File: src/rtl/cmq_pkg.sv
package cmq_pkg;

    localparam logic [11:0] OFS_PRIM  = 12'h244;
    localparam logic [11:0] OFS_MODE  = 12'h248;
    localparam logic [11:0] OFS_START = 12'h24C;
    localparam logic [11:0] OFS_SIZE  = 12'h250;
    localparam logic [11:0] OFS_AMASK = 12'h254;
    localparam logic [11:0] OFS_WAYS  = 12'h258;
    localparam logic [11:0] OFS_SETC  = 12'h25C;
    localparam logic [11:0] OFS_STAT  = 12'h260;

    localparam logic [3:0] PRIM_DRAIN   = 4'h8;
    localparam logic [3:0] PRIM_PFFLUSH = 4'h9;

    typedef enum logic [1:0] {
        SCOPE_RANGE = 2'd0,
        SCOPE_ALL   = 2'd1,
        SCOPE_WAYS  = 2'd2,
        SCOPE_RSV   = 2'd3
    } scope_e;

    typedef struct packed {
        scope_e scope;
        logic   notify;
    } exec_req_t;

    function automatic exec_req_t decode_mode(input logic [31:0] w);
        exec_req_t r;
        r.scope  = scope_e'(w[18:17]);
        r.notify = w[15];
        return r;
    endfunction

    function automatic logic [31:0] range_lines(input logic [31:0] start,
                                                input logic [31:0] size,
                                                input int          shift);
        logic [32:0] lmask;
        logic [32:0] total;
        logic [32:0] n;
        lmask = (33'd1 << shift) - 33'd1;
        total = ({1'b0, start} & lmask) + {1'b0, size} + lmask;
        n     = total >> shift;
        return (n == 33'd0) ? 32'd1 : n[31:0];
    endfunction

endpackage

File: src/rtl/cmq_owner_arb.sv
module cmq_owner_arb #(
    parameter int NM  = 4,
    parameter int IDW = 2
) (
    input  logic           clk,
    input  logic           rst,
    input  logic           mode_wr,
    input  logic           reg_wr,
    input  logic [IDW-1:0] wr_id,
    input  logic           sc_rd,
    input  logic [IDW-1:0] sc_id,
    input  logic           exec_busy,
    output logic           mode_take,
    output logic           reg_take,
    output logic           launch,
    output logic [NM-1:0]  fe,
    output logic [NM-1:0]  oe
);
    logic           owner_vld;
    logic [IDW-1:0] owner_id;
    logic           wr_is_owner;
    logic           sc_is_owner;

    assign wr_is_owner = owner_vld && (owner_id == wr_id);
    assign sc_is_owner = owner_vld && (owner_id == sc_id);
    assign mode_take   = mode_wr && !exec_busy && (!owner_vld || wr_is_owner);
    assign reg_take    = reg_wr && !exec_busy && wr_is_owner;
    assign launch      = sc_rd && sc_is_owner && !fe[sc_id] && !oe[sc_id];

    always_ff @(posedge clk) begin
        if (rst) begin
            owner_vld <= 1'b0;
            owner_id  <= '0;
            fe        <= '0;
            oe        <= '0;
        end else begin
            if (mode_wr) begin
                if (exec_busy) begin
                    fe[wr_id] <= 1'b1;
                end else if (mode_take) begin
                    owner_vld <= 1'b1;
                    owner_id  <= wr_id;
                    fe[wr_id] <= 1'b0;
                    oe[wr_id] <= 1'b0;
                end else begin
                    oe[wr_id] <= 1'b1;
                end
            end
            if (reg_wr && !reg_take) begin
                oe[wr_id] <= 1'b1;
            end
            if (sc_rd && sc_is_owner) begin
                owner_vld <= 1'b0;
            end
        end
    end


    owner_hold_chk: assert property (@(posedge clk) disable iff (rst)
        owner_vld && !sc_rd |=> owner_vld && (owner_id == $past(owner_id)));


    intruder_oe_chk: assert property (@(posedge clk) disable iff (rst)
        mode_wr && !exec_busy && owner_vld && (owner_id != wr_id) |=> oe[$past(wr_id)]);


    busy_fe_chk: assert property (@(posedge clk) disable iff (rst)
        mode_wr && exec_busy |=> fe[$past(wr_id)]);

endmodule

File: src/rtl/cmq_exec.sv
module cmq_exec
    import cmq_pkg::*;
#(
    parameter int LINE_SHIFT = 7,
    parameter int NSETS      = 16
) (
    input  logic        clk,
    input  logic        rst,
    input  logic        launch,
    input  exec_req_t   req,
    input  logic [31:0] start,
    input  logic [31:0] size,
    output logic        busy,
    output logic        done_ntf,
    output logic        bad_scope
);
    logic [31:0] cnt;
    logic [31:0] lines;
    logic        ntf_q;
    logic        done;

    always_comb begin
        case (req.scope)
            SCOPE_RANGE: lines = range_lines(start, size, LINE_SHIFT);
            SCOPE_ALL,
            SCOPE_WAYS:  lines = 32'(NSETS);
            default:     lines = 32'd0;
        endcase
    end

    assign bad_scope = launch && (req.scope == SCOPE_RSV);
    assign done_ntf  = done && ntf_q;

    always_ff @(posedge clk) begin
        if (rst) begin
            busy  <= 1'b0;
            cnt   <= '0;
            ntf_q <= 1'b0;
            done  <= 1'b0;
        end else begin
            done <= 1'b0;
            if (launch && !bad_scope) begin
                busy  <= 1'b1;
                cnt   <= lines;
                ntf_q <= req.notify;
            end else if (busy) begin
                cnt <= cnt - 32'd1;
                if (cnt == 32'd1) begin
                    busy <= 1'b0;
                    done <= 1'b1;
                end
            end
        end
    end


    start_busy_chk: assert property (@(posedge clk) disable iff (rst)
        launch && !bad_scope |=> busy);


    bad_idle_chk: assert property (@(posedge clk) disable iff (rst)
        bad_scope && !busy |=> !busy);


    done_edge_chk: assert property (@(posedge clk) disable iff (rst)
        done |-> !busy && $past(busy));

endmodule

File: src/rtl/cmq_drain.sv
module cmq_drain
    import cmq_pkg::*;
#(
    parameter int DRAIN_CYCLES = 6
) (
    input  logic       clk,
    input  logic       rst,
    input  logic       prim_wr,
    input  logic [3:0] code,
    output logic       busy,
    output logic [3:0] last_code
);
    localparam int CW = $clog2(DRAIN_CYCLES + 1);

    logic [CW-1:0] cnt;
    logic          code_ok;

    assign code_ok = (code == PRIM_DRAIN) || (code == PRIM_PFFLUSH);
    assign busy    = (cnt != '0);

    always_ff @(posedge clk) begin
        if (rst) begin
            cnt       <= '0;
            last_code <= '0;
        end else if (prim_wr && code_ok) begin
            cnt       <= CW'(DRAIN_CYCLES);
            last_code <= code;
        end else if (busy) begin
            cnt <= cnt - 1'b1;
        end
    end


    drain_start_chk: assert property (@(posedge clk) disable iff (rst)
        prim_wr && code_ok |=> busy);


    bad_code_chk: assert property (@(posedge clk) disable iff (rst)
        prim_wr && !code_ok |=> $stable(last_code));

endmodule

File: src/rtl/cmq_frontend.sv
module cmq_frontend
    import cmq_pkg::*;
#(
    parameter int NM           = 4,
    parameter int IDW          = (NM > 1) ? $clog2(NM) : 1,
    parameter int AW           = 12,
    parameter int LINE_SHIFT   = 7,
    parameter int NSETS        = 16,
    parameter int DRAIN_CYCLES = 6
) (
    input  logic           clk,
    input  logic           rst,
    input  logic           req_valid,
    input  logic           req_write,
    input  logic [IDW-1:0] req_id,
    input  logic [AW-1:0]  req_addr,
    input  logic [31:0]    req_wdata,
    output logic           req_ready,
    output logic           rsp_valid,
    output logic [31:0]    rsp_rdata
);
    logic           rd_pend;
    logic [IDW-1:0] rd_id;
    logic [11:0]    rd_addr;
    logic [11:0]    wa;
    logic           wr, rd_acc, rd_fire;
    logic           mode_wr, reg_wr, stat_wr, prim_wr, sc_rd;
    logic           mode_take, reg_take, launch;
    logic [NM-1:0]  fe, oe;
    logic [31:0]    mode_q, start_q, size_q, amask_q, ways_q;
    logic           ef, est;
    logic           ex_busy, done_ntf, bad_scope;
    logic           dr_busy;
    logic [3:0]     dr_code;
    logic [31:0]    rd_val;

    assign wa        = 12'(req_addr);
    assign req_ready = !rd_pend;
    assign wr        = req_valid && req_ready && req_write;
    assign rd_acc    = req_valid && req_ready && !req_write;
    assign rd_fire   = rd_pend && !((rd_addr == OFS_PRIM) && dr_busy);
    assign sc_rd     = rd_fire && (rd_addr == OFS_SETC);
    assign mode_wr   = wr && (wa == OFS_MODE);
    assign reg_wr    = wr && ((wa == OFS_START) || (wa == OFS_SIZE) ||
                              (wa == OFS_AMASK) || (wa == OFS_WAYS));
    assign stat_wr   = wr && (wa == OFS_STAT);
    assign prim_wr   = wr && (wa == OFS_PRIM);

    cmq_owner_arb #(.NM(NM), .IDW(IDW)) u_arb (
        .clk(clk), .rst(rst),
        .mode_wr(mode_wr), .reg_wr(reg_wr), .wr_id(req_id),
        .sc_rd(sc_rd), .sc_id(rd_id), .exec_busy(ex_busy),
        .mode_take(mode_take), .reg_take(reg_take), .launch(launch),
        .fe(fe), .oe(oe)
    );

    cmq_exec #(.LINE_SHIFT(LINE_SHIFT), .NSETS(NSETS)) u_exec (
        .clk(clk), .rst(rst), .launch(launch),
        .req(decode_mode(mode_q)), .start(start_q), .size(size_q),
        .busy(ex_busy), .done_ntf(done_ntf), .bad_scope(bad_scope)
    );

    cmq_drain #(.DRAIN_CYCLES(DRAIN_CYCLES)) u_drain (
        .clk(clk), .rst(rst), .prim_wr(prim_wr), .code(req_wdata[3:0]),
        .busy(dr_busy), .last_code(dr_code)
    );

    always_ff @(posedge clk) begin
        if (rst) begin
            mode_q  <= '0;
            start_q <= '0;
            size_q  <= '0;
            amask_q <= '0;
            ways_q  <= '0;
        end else begin
            if (mode_take) mode_q <= req_wdata;
            if (reg_take) begin
                case (wa)
                    OFS_START: start_q <= req_wdata;
                    OFS_SIZE:  size_q  <= req_wdata;
                    OFS_AMASK: amask_q <= req_wdata;
                    default:   ways_q  <= req_wdata;
                endcase
            end
        end
    end

    always_ff @(posedge clk) begin
        if (rst) begin
            ef  <= 1'b0;
            est <= 1'b0;
        end else begin
            if (done_ntf)                      ef <= 1'b1;
            else if (stat_wr && req_wdata[2])  ef <= 1'b0;
            if (bad_scope)                     est <= 1'b1;
            else if (stat_wr && req_wdata[1])  est <= 1'b0;
        end
    end

    always_comb begin
        case (rd_addr)
            OFS_PRIM:  rd_val = {28'd0, dr_code};
            OFS_MODE:  rd_val = mode_q;
            OFS_START: rd_val = start_q;
            OFS_SIZE:  rd_val = size_q;
            OFS_AMASK: rd_val = amask_q;
            OFS_WAYS:  rd_val = ways_q;
            OFS_SETC:  rd_val = {30'd0, fe[rd_id], oe[rd_id]};
            OFS_STAT:  rd_val = {29'd0, ef, est, ex_busy};
            default:   rd_val = 32'd0;
        endcase
    end

    always_ff @(posedge clk) begin
        if (rst) begin
            rd_pend   <= 1'b0;
            rd_id     <= '0;
            rd_addr   <= '0;
            rsp_valid <= 1'b0;
            rsp_rdata <= '0;
        end else begin
            rsp_valid <= rd_fire;
            if (rd_fire) begin
                rsp_rdata <= rd_val;
                rd_pend   <= 1'b0;
            end else if (rd_acc) begin
                rd_pend <= 1'b1;
                rd_id   <= req_id;
                rd_addr <= wa;
            end
        end
    end


    prim_hold_chk: assert property (@(posedge clk) disable iff (rst)
        rd_pend && (rd_addr == OFS_PRIM) && dr_busy |=> !rsp_valid);


    ef_set_chk: assert property (@(posedge clk) disable iff (rst)
        done_ntf |=> ef);


    ef_clr_chk: assert property (@(posedge clk) disable iff (rst)
        stat_wr && req_wdata[2] && !done_ntf |=> !ef);


    rsp_after_chk: assert property (@(posedge clk) disable iff (rst)
        rd_pend && (rd_addr != OFS_PRIM) |=> rsp_valid);

endmodule

File: config.mk
export PLATFORM = sky130hd
export DESIGN_NAME = cmq_frontend
export DESIGN_NICKNAME = d
export VERILOG_FILES = /design/src/rtl/cmq_pkg.sv /design/src/rtl/cmq_owner_arb.sv /design/src/rtl/cmq_exec.sv /design/src/rtl/cmq_drain.sv /design/src/rtl/cmq_frontend.sv
export SDC_FILE = /design/constraint.sdc
export NUM_CORES = 1
export LEC_CHECK = 0
export ABC_AREA = 1
export BUFFER_PORTS_ARGS = -buffer_cell sky130_fd_sc_hd__buf_2
export CORE_MARGIN = 2
export CORE_UTILIZATION = 45
export CTS_CLUSTER_SIZE = 24
export DETAILED_ROUTE_END_ITERATION = 10
export PLACE_DENSITY = 0.67
export SYNTH_ARGS = -nofsm -noshare
export SYNTH_HDL_FRONTEND = slang
export SYNTH_HIERARCHICAL = 1
export SYNTH_SLANG_ARGS = --single-unit
File: constraint.sdc
create_clock -name clk -period 2.45 [get_ports clk]
set_input_delay 0.245 -clock clk [delete_from_list [all_inputs] [get_ports clk]]
set_output_delay 0.245 -clock clk [all_outputs]
set_load 0.02 [all_outputs]
# --- After elaboration in Yosys (flattened, before gate mapping) ---
# Cells that the tools add are included.
word_totals:
  regBits: 263
  out_inout_bits: 34
op_classes:
  bitwise: 9
  n_lt_le_gt_ge: 3
  n_addsub: 4
  n_reduce_logical: 62
  n_eq_ne: 23
  mux: 28
op_table:
  columns: ["op", "n"]
  rows:
  - ["$pmux W32 S8", 1]
  - ["$eq A12 B10 Y1 const B", 15]
  - ["$mux W32", 2]
  - ["$pmux W26 S2", 1]
  - ["$add A33 B7 Y33 const B", 1]
  - ["$add A7 B32 Y33", 1]
  - ["$logic_not A33 Y1", 1]
  - ["$eq A32 B1 Y1 const B", 1]
  - ["$sub A32 B1 Y32 const B", 1]
  - ["$mux W4", 7]
  - ["$logic_and A1 B1 Y1", 27]
  - ["$mux W26", 1]
  - ["$or A4 B4 Y4", 3]
  - ["$reduce_and A2 Y1", 6]
  - ["$mux W1", 11]
  - ["$reduce_bool A2 Y1", 5]
  - ["$logic_not A1 Y1", 9]
  - ["$and A4 B4 Y4", 2]
  - ["$eq A4 B4 Y1 const B", 2]
  - ["$reduce_or A2 Y1", 4]
  - ["$lt A2 B3 Y1 const B", 2]
  - ["$mux W3", 2]
  - ["$reduce_or A3 Y1", 2]
  - ["$logic_or A1 B1 Y1", 5]
  - ["12 further kinds", 17]

# --- Longest topological paths before layout ---
logic_depth:
  depth_word: 12
  mapped_depth: 23
  mapped_depth_nobuf: 22

# --- Hierarchy ---
# Netlist, hierarchy kept.
by_module_without_submodules:
  columns: ["module", "cells_per_inst", "area_per_inst_um2", "seq_area_each_um2", "n_inst"]
  rows:
  - ["cmq_frontend", 1348, 9267.6, 4204.0, 1]
  - ["cmq_exec", 676, 3762.4, 700.7, 1]
  - ["cmq_owner_arb", 112, 724.4, 220.2, 1]
  - ["cmq_drain", 40, 300.3, 140.1, 1]

# --- Worst setup path before layout ---
# No wires, ideal clock.
synth_timing:
  path_kind: "input to register"
  startpoint: "input port req_addr[11]"
  endpoint: "register amask_q[23]"
  path_buffers: 3
  setup_slack_ns: -0.080
  arrival_time_ns: 2.401
  cell_stages: 17
  cell_sequence: "nor2_1 nand3_1 nor2_1 nand2_1 clkbuf_1 nand2_1 o21bai_1 inv_1 nand2_1 nor2_1 nand3_2 inv_1 clkbuf_1 nand4_1 clkbuf_1 o21ai_0 a21oi_1"
synth_via:
  elab_chain_cells: 8
  word_cells_on_any_way: 11
  classes_between: "4 x eq/ne; 7 x reduce/logical"
synth_rtl:
  columns: ["element", "line_no", "source"]
  rows:
  - ["start: declaration", "cmq_frontend.sv:16", "input logic [AW-1:0] req_addr,"]
  - ["$eq A12 B10 Y1", "cmq_frontend.sv:44", "assign reg_wr = wr && ((wa == OFS_START) || (wa == OFS_SIZE) ||"]
  - ["$logic_or A1 B1 Y1 (2 in a row)", "cmq_frontend.sv:44", null]
  - ["$logic_or A1 B1 Y1 *", "cmq_frontend.sv:45", "(wa == OFS_AMASK) || (wa == OFS_WAYS));"]
  - ["$logic_and A1 B1 Y1 *", "cmq_frontend.sv:44", null]
  - ["net reg_wr", "cmq_frontend.sv:27", "logic mode_wr, reg_wr, stat_wr, prim_wr, sc_rd;"]
  - ["$logic_and A1 B1 Y1 * (2 in a row)", "cmq_owner_arb.sv:27", "assign reg_take = reg_wr && !exec_busy && wr_is_owner;"]
  - ["net reg_take", "cmq_frontend.sv:28", "logic mode_take, reg_take, launch;"]
  - ["$reduce_and A2 Y1 (no line) *", null, null]
  - ["end signal: assignment", "cmq_frontend.sv:81", "OFS_AMASK: amask_q <= req_wdata;"]
  - ["end: declaration", "cmq_frontend.sv:30", "logic [31:0] mode_q, start_q, size_q, amask_q, ways_q;"]
# The timed path passes the listed nets; every way through them passes the cells marked *.
# A chain may end at the register's enable or synchronous reset.

# --- Worst setup path in the final report ---
layout_timing:
  startpoint: "register start_q[2]"
  endpoint: "register u_exec.cnt[0]"
layout_via:
  elab_chain_cells: 6
layout_rtl:
  columns: ["element", "line_no", "source"]
  rows:
  - ["start: declaration", "cmq_frontend.sv:30", null]
  - ["start signal: assignment", "cmq_frontend.sv:79", "OFS_START: start_q <= req_wdata;"]
  - ["$add A7 B32 Y33 *", "cmq_pkg.sv:41", "total = ({1'b0, start} & lmask) + {1'b0, size} + lmask;"]
  - ["$add A33 B7 Y33 *", "cmq_pkg.sv:41", null]
  - ["$logic_not A33 Y1", "cmq_pkg.sv:43", "return (n == 33'd0) ? 32'd1 : n[31:0];"]
  - ["$mux W26 *", "cmq_pkg.sv:43", null]
  - ["$pmux W26 S2 *", "cmq_exec.sv:23", "case (req.scope)"]
  - ["$mux W32 *", "cmq_exec.sv:42", "if (launch && !bad_scope) begin"]
  - ["end signal: assignment", "cmq_exec.sv:44", "cnt <= lines;"]
  - ["end signal: assignment", "cmq_exec.sv:47", "cnt <= cnt - 32'd1;"]
  - ["end: declaration", "cmq_exec.sv:17", "logic [31:0] cnt;"]
# Mark *: on every way between the ends. The rest lies on a longest branch, timed or not.

==> results.json <==
{
  "dp_hpwl_mm": 27.9,
  "p_leak_nw": 7.62,
  "drc": 0,
  "synth_most_common_cell": "nand2_1",
  "end_kind": "flop",
  "synth.area.top_cells": "dfxtp_1 37%, nand2_1 13%, nand3_1 8.0%",
  "start_util_pct": 45.8,
  "vias_per_cell": 5.30,
  "r2r-end": "u_exec/cnt[0]$_SDFFE_PP0P_",
  "synth_common_cells": "484 x nand2_1, 286 x inv_1, 263 x dfxtp_1",
  "cts.reportedPaths.clkPinSlew_ps": 60,
  "avgSynthCellArea_um2": 6.46,
  "drtIter0Drc": 1196,
  "synth_top_area_cell": "dfxtp_1",
  "coreArea_um2": 30700,
  "die_h_um": 181,
  "ys.flop_type": "dfxtp_1",
  "r2r-start": "start_q[2]$_SDFFE_PP0P_",
  "synth_seq_cells": 263,
  "syn_area_um2": 14100,
  "drtPass1Iterations": 8,
  "fp.dieW_um": 181,
  "pwr_density_cell_nw_per_um2": 562,
  "final_cell_area_um2": 17000,
  "setup_viol": 0,
  "grt_pass1_wl_mm": 68.4,
  "tns_ps": 0,
  "rows": 64,
  "htreeDepth": 1,
  "fin_crit_ps": 2420,
  "run_status": "finished, final reports clean",
  "wl_mm": 42.2,
  "slew-limit-headroom_pct": 54.8,
  "finalHoldViolations": 0,
  "synth_top_area_share_pct": 37.5,
  "cap_violations": 0,
  "final.period_utilization_pct": 98.9,
  "placed_area_um2": 15300,
  "port_buffers": 83,
  "fmax_ghz": 0.413,
  "regToRegSetupSlack_ps": 30,
  "hold_path_class": "primary input to flop",
  "grt_max_degree": 120,
  "crit_type": "flop to flop",
  "diodes": 0,
  "vdd_drop_max_mv": 0.495,
  "worst_pin_slew_ps": 678,
  "ant_nets": 0,
  "power_frac_comb_pct": 6.4,
  "wl_per_cell_um": 15.5,
  "p_sw_share_pct": 23.4,
  "power_w": 0.00955,
  "clkPwrFrac_pct": 48.2,
  "clk-insertion-delay-late_ps": 560,
  "grtUsageTotal_pct": 25.1,
  "place_congestion": 0.971,
  "min_path_cells": 3,
  "async_reset_ff_share_pct": 0,
  "syn_nets": 2245,
  "hold_path_end": "mode_q[18]$_SDFFE_PP0P_",
  "cts-root-buf": "clkbuf_16",
  "numClockSinks": 263,
  "place_ws_ps": -118,
  "grt_pass1_vias": 13300,
  "start_kind": "flop",
  "rsz0062_at_grt": "yes",
  "seq_area_frac_synth_pct": 37.5,
  "synth-edff-count": 0,
  "antenna_found_initial": 0,
  "yosysWarnings": 6,
  "drive_gt1_share_pct": 15.6,
  "synthDistinctLibCells": 48,
  "die_area_um2": 32700,
  "grt_overflow": 0,
  "cts_buffers": 30,
  "fillerInstances": 2925,
  "hp-start": "req_wdata[18]",
  "worst_ep_required_time_ps": 2940,
  "vias": 14500,
  "setup_ws_ps": 26.4,
  "cts_max_path_buffers": 3,
  "syn2layout_area_growth_pct": 20.9,
  "slew_viol_final": 0,
  "cts_tree": "built",
  "arrival_ps": 2920,
  "pwr-share-seq_pct": 45.4,
  "r2r_cells": 20,
  "fin_nets": 2380,
  "final.setup_skew_ps": 14.5,
  "synthCells": 2176,
  "p_sw_w": 0.00224,
  "path_max_fanout": 6,
  "internal_power_w": 0.00731,
  "ios": 84
}
timing repair:
item                                    in CTS  in global routing
resized for setup                           16                 68
hold endpoints to repair                    20                  0
hold buffers                                18                  0
pin swaps                                    0                 17
gates cloned                                 2                  2
endpoints found under the setup margin      13                 68
setup buffers                                0                  8
per-layer routing:
layer	vias up	global-route usage [%]	wire length, um
li1	7287	-	-
met1	6653	34.9	19400
met2	441	40.2	19000
met3	76	3.43	2550
met4	0	8.29	1210
met5	-	0	0
cells by family after synthesis:
family	Yosys count	share of synthesized area, %
flip-flops	263	37.5
AND/OR/NAND/NOR	1072	33.4
XOR/XNOR	8	0.499
adder cells (fa/ha/maj)	19	1.69
AO/OA/AOI/OAI	411	15.3
buffers and inverters	403	11.6
state kept, by name, indices dropped and copies added (netlist names), 12 cells and up, named ones only:
signal and flops:
amask_q 32, mode_q 32, rd_addr 12, rsp_rdata 32, size_q 32, start_q 32
u_exec/cnt 32, ways_q 32
placed cells by master (no fill, tap or decap), types with 5 or more instances in the layout:
master	synthesis	layout
clkbuf_16	0	33
o21ai_0	201	198
a21oi_2	6	6
nor2_4	6	9
o21ai_1	2	5
clkbuf_1	63	7
dfxtp_1	263	254
nor3_1	16	16
clkbuf_8	2	13
nand3_2	5	12
buf_2	27	83
a31oi_1	21	21
nand3_1	225	218
dfxtp_2	0	9
ha_1	19	13
nand2_2	9	22
a21oi_1	169	169
buf_12	0	16
buf_4	8	88
nand2_1	484	466
inv_2	5	10
nor2_2	9	18
nor2_1	250	238
ha_4	0	5
dlygate4sd3_1	0	18
nand4_1	44	44
inv_1	286	280
nand2_4	6	11
power groups by stage:
stage | Combinational, W | Sequential [W] | Clock, W
final | 0.000611 | 0.00433 | 0.00460
after global routing | 0.000671 | 0.00433 | 0.00484
after CTS | 0.000578 | 0.00433 | 0.00468
after detailed placement | 0.000552 | 0.00442 | 0
after global placement | 0.000540 | 0.00442 | 0
after floorplan | 0.000310 | 0.00443 | 0
worst max-delay path by stage:
stage | from | to | slack [ps] | cells after the start
3_5_place_dp | start_q[6]$_SDFFE_PP0P_ | u_exec/cnt[0]$_SDFFE_PP0P_ | -120 | 22
2_1_floorplan | req_addr[11] | amask_q[23]$_SDFFE_PP0P_ | 30 | 17
3_3_place_gp | start_q[5]$_SDFFE_PP0P_ | u_exec/cnt[0]$_SDFFE_PP0P_ | -70 | 22
5_1_grt | start_q[2]$_SDFFE_PP0P_ | u_exec/cnt[0]$_SDFFE_PP0P_ | -140 | 20
4_1_cts | start_q[5]$_SDFFE_PP0P_ | u_exec/cnt[0]$_SDFFE_PP0P_ | -40 | 22
6_report | start_q[2]$_SDFFE_PP0P_ | u_exec/cnt[0]$_SDFFE_PP0P_ | 30 | 20
worst max-delay path, stage by stage (launching register included):
cell,delay [ps]
dfxtp_2,320
inv_1,40
ha_1,260
inv_1,40
ha_1,300
nand2_1,80
inv_1,50
nand3_2,80
nand2_2,70
nand2_2,80
nand2_4,90
or2_2,300
nand2_1,70
nand2_1,50
nor2_1,110
nand2_1,70
nor2_1,100
nand2_1,60
nand2_1,50
nand2_1,50
a21oi_2,100
area by class of cell:
type                            instances  area, um^2  area share (%)
Multi-Input combinational cell       1510        7400            43.6
Sequential cell                       263        5280            31.0
Timing Repair Buffer                  211        1670            9.84
Inverter                              294        1110            6.54
Clock buffer                           51         981            5.77
Tap cell                              396         495            2.92
Clock inverter                          4        47.5           0.280
Timing Repair inverter                  1        7.51          0.0442
metrics by stage:
| stage | util, % | cells | hold slack, ps |
|---|---|---|---|
| 2_1_floorplan | - | 2176 | 307 |
| 3_3_place_gp | 50.0 | 2645 | 419 |
| 3_5_place_dp | 50.0 | 2645 | 426 |
| 4_1_cts | 54.2 | 2720 | 1.60 |
| 5_1_grt | 55.4 | 2730 | 17.9 |
| 6_report | 55.4 | 2730 | 13.5 |
Power figures use the tool's default switching activity.
